[src/rtl/div_pkg.sv]
package div_pkg;

    typedef enum logic {
        ST_IDLE = 1'b0,
        ST_RUN  = 1'b1
    } div_state_e;

    localparam int          DEF_WIDTH     = 32;
    localparam int          DEF_CAUSE_W   = 5;
    localparam logic [4:0]  DEF_DZ_CAUSE  = 5'd5;

    // Outcome handed from the sequencer to the status block at completion.
    typedef struct packed {
        logic fin;
        logic zero_div;
    } div_outcome_t;

endpackage

[src/rtl/div_operand_prep.sv]
module div_operand_prep #(
    parameter int W = div_pkg::DEF_WIDTH
) (
    input  logic         signed_mode,
    input  logic [W-1:0] num,
    input  logic [W-1:0] den,
    output logic [W-1:0] num_mag,
    output logic [W-1:0] den_mag,
    output logic         flip_sign,
    output logic         den_zero
);
    logic num_neg;
    logic den_neg;

    always_comb begin
        num_neg   = signed_mode & num[W-1];
        den_neg   = signed_mode & den[W-1];
        num_mag   = num_neg ? (~num + {{(W-1){1'b0}}, 1'b1}) : num;
        den_mag   = den_neg ? (~den + {{(W-1){1'b0}}, 1'b1}) : den;
        flip_sign = num_neg ^ den_neg;
        den_zero  = (den == '0);
    end
endmodule

[src/rtl/div_core.sv]
module div_core #(
    parameter int W = div_pkg::DEF_WIDTH
) (
    input  logic         clk,
    input  logic         rst,
    input  logic         load,
    input  logic         step,
    input  logic [W-1:0] num_in,
    input  logic [W-1:0] den_in,
    output logic [W-1:0] quo_next
);
    logic [W-1:0] part_q;
    logic [W-1:0] work_q;
    logic [W-1:0] den_q;
    logic [W:0]   shifted;
    logic [W:0]   trial;
    logic [W-1:0] part_next;

    // One restoring step: shift in the next numerator bit, try a subtract.
    always_comb begin
        shifted = {part_q, work_q[W-1]};
        trial   = shifted - {1'b0, den_q};
        if (!trial[W]) begin
            part_next = trial[W-1:0];
            quo_next  = {work_q[W-2:0], 1'b1};
        end else begin
            part_next = shifted[W-1:0];
            quo_next  = {work_q[W-2:0], 1'b0};
        end
    end

    always_ff @(posedge clk) begin
        if (rst) begin
            part_q <= '0;
            work_q <= '0;
            den_q  <= '0;
        end else if (load) begin
            part_q <= '0;
            work_q <= num_in;
            den_q  <= den_in;
        end else if (step) begin
            part_q <= part_next;
            work_q <= quo_next;
        end
    end
endmodule

[src/rtl/div_status.sv]
module div_status #(
    parameter int                 CAUSE_W       = div_pkg::DEF_CAUSE_W,
    parameter logic [CAUSE_W-1:0] CAUSE_DIVZERO = CAUSE_W'(div_pkg::DEF_DZ_CAUSE)
) (
    input  logic                  clk,
    input  logic                  rst,
    input  div_pkg::div_outcome_t outcome,
    input  logic                  trap_enable,
    input  logic                  trap_mask,
    output logic                  dz_flag,
    output logic                  trap_req,
    output logic [CAUSE_W-1:0]    trap_cause
);
    logic raise;

    always_comb raise = outcome.fin & outcome.zero_div & trap_enable & ~trap_mask;

    always_ff @(posedge clk) begin
        if (rst) begin
            dz_flag    <= 1'b0;
            trap_req   <= 1'b0;
            trap_cause <= '0;
        end else begin
            if (outcome.fin)
                dz_flag <= outcome.zero_div;
            trap_req   <= raise;
            trap_cause <= raise ? CAUSE_DIVZERO : '0;
        end
    end


    dz_set_chk: assert property (@(posedge clk) disable iff (rst)
        (outcome.fin && outcome.zero_div) |=> dz_flag);


    dz_clear_chk: assert property (@(posedge clk) disable iff (rst)
        (outcome.fin && !outcome.zero_div) |=> !dz_flag);


    trap_gate_chk: assert property (@(posedge clk) disable iff (rst)
        trap_req |-> $past(outcome.fin && outcome.zero_div && trap_enable && !trap_mask));


    trap_cause_chk: assert property (@(posedge clk) disable iff (rst)
        trap_req |-> (trap_cause == CAUSE_DIVZERO));
endmodule

[src/rtl/int_divider.sv]
module int_divider #(
    parameter int                 W             = div_pkg::DEF_WIDTH,
    parameter int                 CAUSE_W       = div_pkg::DEF_CAUSE_W,
    parameter logic [CAUSE_W-1:0] CAUSE_DIVZERO = CAUSE_W'(div_pkg::DEF_DZ_CAUSE)
) (
    input  logic               clk,
    input  logic               rst,
    input  logic               start,
    input  logic               signed_mode,
    input  logic [W-1:0]       dividend,
    input  logic [W-1:0]       divisor,
    input  logic               trap_enable,
    input  logic               trap_mask,
    output logic [W-1:0]       quotient,
    output logic               done,
    output logic               dz_flag,
    output logic               trap_req,
    output logic [CAUSE_W-1:0] trap_cause
);
    import div_pkg::*;

    localparam int              CNT_W = (W > 1) ? $clog2(W) : 1;
    localparam logic [CNT_W-1:0] LAST = CNT_W'(W - 1);

    div_state_e     state_q;
    logic [CNT_W-1:0] cnt_q;
    logic           flip_q;
    logic [W-1:0]   num_mag;
    logic [W-1:0]   den_mag;
    logic           flip_sign;
    logic           den_zero;
    logic [W-1:0]   quo_next;
    logic           accept;
    logic           load;
    logic           step;
    logic           last_step;
    logic [W-1:0]   signed_quo;
    div_outcome_t   outcome;

    div_operand_prep #(.W(W)) u_prep (
        .signed_mode (signed_mode),
        .num         (dividend),
        .den         (divisor),
        .num_mag     (num_mag),
        .den_mag     (den_mag),
        .flip_sign   (flip_sign),
        .den_zero    (den_zero)
    );

    div_core #(.W(W)) u_core (
        .clk      (clk),
        .rst      (rst),
        .load     (load),
        .step     (step),
        .num_in   (num_mag),
        .den_in   (den_mag),
        .quo_next (quo_next)
    );

    always_comb begin
        accept     = (state_q == ST_IDLE) && start;
        load       = accept && !den_zero;
        step       = (state_q == ST_RUN);
        last_step  = step && (cnt_q == LAST);
        signed_quo = flip_q ? (~quo_next + {{(W-1){1'b0}}, 1'b1}) : quo_next;
        outcome.fin      = (accept && den_zero) || last_step;
        outcome.zero_div = accept && den_zero;
    end

    always_ff @(posedge clk) begin
        if (rst) begin
            state_q  <= ST_IDLE;
            cnt_q    <= '0;
            flip_q   <= 1'b0;
            quotient <= '0;
            done     <= 1'b0;
        end else begin
            done <= 1'b0;
            case (state_q)
                ST_IDLE: begin
                    if (accept) begin
                        if (den_zero) begin
                            quotient <= '0;
                            done     <= 1'b1;
                        end else begin
                            state_q <= ST_RUN;
                            cnt_q   <= '0;
                            flip_q  <= flip_sign;
                        end
                    end
                end
                ST_RUN: begin
                    cnt_q <= cnt_q + 1'b1;
                    if (last_step) begin
                        quotient <= signed_quo;
                        done     <= 1'b1;
                        state_q  <= ST_IDLE;
                    end
                end
                default: state_q <= ST_IDLE;
            endcase
        end
    end

    div_status #(.CAUSE_W(CAUSE_W), .CAUSE_DIVZERO(CAUSE_DIVZERO)) u_status (
        .clk         (clk),
        .rst         (rst),
        .outcome     (outcome),
        .trap_enable (trap_enable),
        .trap_mask   (trap_mask),
        .dz_flag     (dz_flag),
        .trap_req    (trap_req),
        .trap_cause  (trap_cause)
    );


    zero_quick_chk: assert property (@(posedge clk) disable iff (rst)
        (state_q == ST_IDLE && start && divisor == '0) |=> (done && quotient == '0));


    busy_hold_chk: assert property (@(posedge clk) disable iff (rst)
        (state_q == ST_RUN && cnt_q != LAST) |=> (state_q == ST_RUN && !done));


    done_source_chk: assert property (@(posedge clk) disable iff (rst)
        done |-> $past(outcome.fin));


    quo_hold_chk: assert property (@(posedge clk) disable iff (rst)
        !done |-> $stable(quotient));
endmodule

[config.mk]
export PLATFORM = sky130hd
export DESIGN_NAME = int_divider
export DESIGN_NICKNAME = d
export VERILOG_FILES = /design/src/rtl/div_pkg.sv /design/src/rtl/div_operand_prep.sv /design/src/rtl/div_core.sv /design/src/rtl/div_status.sv /design/src/rtl/int_divider.sv
export SDC_FILE = /design/constraint.sdc
export NUM_CORES = 1
export LEC_CHECK = 0
export BUFFER_PORTS_ARGS = -buffer_cell sky130_fd_sc_hd__buf_2
export CAP_MARGIN = 20
export CORE_UTILIZATION = 45
export CTS_BUF_LIST = sky130_fd_sc_hd__clkbuf_8
export DETAILED_ROUTE_END_ITERATION = 10
export SYNTH_ARGS = -nofsm -noshare
export SYNTH_HDL_FRONTEND = slang
export SYNTH_SLANG_ARGS = --single-unit
[constraint.sdc]
create_clock -name clk -period 12.5 [get_ports clk]
set_input_delay 0.625 -clock clk [delete_from_list [all_inputs] [get_ports clk]]
set_output_delay 0.625 -clock clk [all_outputs]
set_load 0.05 [all_outputs]
==> metrics.yaml <==
run_status:
  status: "complete, no violations"
power:
  seqPwrFrac: 0.366
  peakVddDrop_uv: 63.84
  p_leak_nw: 4.030
  p_int_w: 0.0008450
  swShare: 0.3802
  p_comb_frac: 0.366
  p_sw_w: 0.0005183
  fin_total_pwr_w: 0.001363
  power_density_mw_per_mm2: 135.4
  p_clk_frac: 0.267
final_layout:
  nFillCells: 1952
  multi_input_area_mm2: 0.005824
  stdcell_area_mm2: 0.01007
  layout-drive-gt1-share: 0.1450
  seqCellArea_mm2: 0.002764
  fin_nets: 1316
  stdcell_count: 1486
  antenna_cells: 0
  syn_to_final_growth_pct: 9.843
synthesis:
  synth_cells: 1152
  synth_edf_count: 0
  yosysSeqAreaShare: 0.3014
  syn_avg_cell_area_um2: 7.956
  synthArstFlopShare: 0
  synth-seq-cells: 138
  yosysWarnings: 0
  ys_types: 76
  ys.flop_type: "dfxtp_1"
  syn_area_mm2: 0.009165
timing:
  setup_slack_ns: 7.803
  fin_crit_ns: 4.697
  finClkSkew_ns: 0.01588
  slew_viol_final: 0
  grt_setup_unrepaired: "false"
  fmaxAchievable_ghz: 0.2129
  relSlewSlack: 0.3076
  setup-tns-final_ns: 0
  worst_pin_slew_ns: 1.037
  hold_viol_final: 0
  post-route-period-util: 0.3758
  finalSetupViolCount: 0
clock_network:
  post_cts_resize_count: 0
  ctsLongestPathBuffers: 2
  cts_tree: "yes"
  h-tree-depth: 4
  cts_setup_buffers: 0
  clock_sinks: 138
  path_clk_slew_ns: 0.08
  cts_inserted_buffers: 17
  cts_hold_buf: 0
  clk_latency_ns: 0.46
  cts_root_buf: "clkbuf_8"
placed_design:
  hpwl_mm: 18.34
  dp_cells: 1454
  portBuffers: 106
  gp_congestion: 0.8741
  place_ws_ns: 7.844
  place_area_mm2: 0.009678
floorplan:
  die_x_um: 144.7
  initial_core_util: 0.4648
  ios: 110
  coreArea_mm2: 0.01972
  die_area_mm2: 0.02094
  die_h_um: 144.7
  rows: 51
route:
  ant_nets: 0
  viasPerCell: 5.634
  drc: 0
  drtIter0Drc: 656
  vias: 8372
  detail_route.wl_per_cell_um: 16.82
  drt_pass1_iterations: 8
  drt-total-wl_mm: 25.00
grt:
  antenna_found_initial: 0
  grt-ovfl-total: 0
  grt_pass1_wl_mm: 38.95
  grt_usage: 0.2421
  grt_max_degree: 82
  grt_pass1_vias: 7294
setup_path:
  r2r_slack_ns: 7.80
  crit_path_end_kind: "flop"
  cp-start-kind: "flop"
  cp.required_ns: 12.82
  critical_path_class: "reg2reg"
  worst-path-max-fanout: 5
  cp.arrival_ns: 5.01
  r2r_cells: 20
hold_path:
  hold_path.class: "in2reg"
  whs_path_depth: 2
job:
  cap_violations: 0
-- critical path, cell delays in order (launching register included) --
cell and delay (ns):
dfxtp_1 0.35, inv_1 0.05, ha_1 0.20, fa_1 0.41
nor2b_1 0.19, o31ai_1 0.11, a21oi_1 0.22, a41o_1 0.30
a211oi_1 0.10, a211o_2 0.32, inv_1 0.19, ha_1 0.20
or3b_2 0.47, nand2b_1 0.19, nand2b_1 0.19, nand2b_1 0.24
o31a_1 0.38, a21oi_1 0.17, xnor2_1 0.09, a22oi_1 0.14
nor2_1 0.06
-- layout by cell type (no fill, tap or decap), drive strengths merged, types with 3 or more instances in the layout --
cell type / n
o21ai: 82
and3: 5
inv: 54
conb: 3
a21o: 12
nand2b: 11
nand2: 82
nor2: 141
mux2i: 23
nor2b: 8
a31oi: 12
a222oi: 12
a21oi: 94
o31ai: 21
o22ai: 13
clkinv: 5
a211oi: 42
nand3: 19
dfxtp: 138
ha: 37
or4: 7
nand3b: 4
o21a: 7
o41ai: 12
or2: 6
buf: 111
a22oi: 22
o211ai: 4
a2111oi: 6
nor3: 31
or3: 12
xor2: 56
clkbuf: 20
nand4: 3
a21boi: 3
o21bai: 5
xnor2: 58
nor4: 10
and2: 6
-- power groups by stage --
| stage | registers, W | logic, W | clock network (W) |
|---|---|---|---|
| after floorplan | 0.000496 | 0.000403 | 0 |
| after global placement | 0.000508 | 0.000492 | 0 |
| after detailed placement | 0.000509 | 0.000493 | 0 |
| after CTS | 0.000498 | 0.000496 | 0.000372 |
| after global routing | 0.000503 | 0.000552 | 0.000389 |
| final | 0.000500 | 0.000499 | 0.000364 |
-- worst paths after layout --
kind	from	to
worst max-delay path	u_core.work_q[31]	quotient[26]
worst min-delay path	trap_enable	u_status.trap_cause[0]
worst max register to register	u_core.work_q[31]	quotient[26]
worst min register to register	quotient[29]	quotient[29]
-- cell usage after synthesis (9+ instances only) --
cell type | count | area (µm²)
a222oi_1 | 12 | 120.1
nand2b_1 | 11 | 68.82
or3_1 | 11 | 68.82
o41ai_1 | 9 | 78.83
a21oi_1 | 94 | 470.5
clkbuf_1 | 47 | 176.4
a211oi_1 | 40 | 300.3
buf_6 | 9 | 101.4
nor4_1 | 10 | 62.56
o31ai_1 | 20 | 150.1
ha_1 | 37 | 462.9
buf_4 | 11 | 82.58
nand2_1 | 82 | 307.8
o21ai_0 | 77 | 385.4
mux2i_1 | 23 | 230.2
nor3_1 | 30 | 150.1
dfxtp_1 | 138 | 2763
nand3_1 | 18 | 90.09
a21o_1 | 12 | 90.09
xor2_1 | 56 | 490.5
xnor2_1 | 58 | 508.0
a22oi_1 | 22 | 165.2
inv_1 | 49 | 183.9
o22ai_1 | 11 | 68.82
a31oi_1 | 12 | 75.07
nor2_1 | 136 | 510.5
-- routing by layer --
metal / track usage / vias up / wire, µm
met1: 0.3865 / 3843 / 13850
met5: 0 / - / 0
met3: 0.03620 / 24 / 1355
met2: 0.3269 / 242 / 9520
li1: - / 4263 / -
met4: 0.06316 / 0 / 279
-- cell families (layout without fill, tap and decap cells) --
group | count (synthesis) | in the layout | synth area share
flip-flops | 138 | 138 | 0.3014
adder cells (fa/ha/maj) | 38 | 38 | 0.05270
AND/OR/NAND/NOR | 349 | 349 | 0.1817
multiplexers | 23 | 23 | 0.02512
buffers and inverters | 126 | 193 | 0.06457
AO/OA/AOI/OAI | 363 | 363 | 0.2651
XOR/XNOR | 114 | 114 | 0.1089
other | 1 | 3 | 0.0004092
-- registers in the layout, summed over array words and instances (netlist names) --
signal,count
cnt_q,5
done,1
flip_q,1
quotient,32
state_q,1
u_core.den_q,32
u_core.part_q,32
u_core.work_q,32
u_status.dz_flag,1
u_status.trap_cause,1
-- per-stage QoR --
stage | hold slack [ns] | util
3_5_place_dp | 0.4380 | 0.4908
4_1_cts | 0.3732 | 0.5106
3_3_place_gp | 0.4297 | 0.4908
2_1_floorplan | 0.4319 | -
6_report | 0.3904 | 0.5106
5_1_grt | 0.3785 | 0.5106
-- cell type report --
class                   instances  share of cell area
clock buffers                  20             0.02734
clock inverters                12             0.01131
inverters                      50             0.01864
multi-input cells             890              0.5785
flip-flops and latches        138              0.2745
well taps                     265             0.03294
repair buffers                111             0.05667
Note: power is estimated with default switching activity, not from simulation.
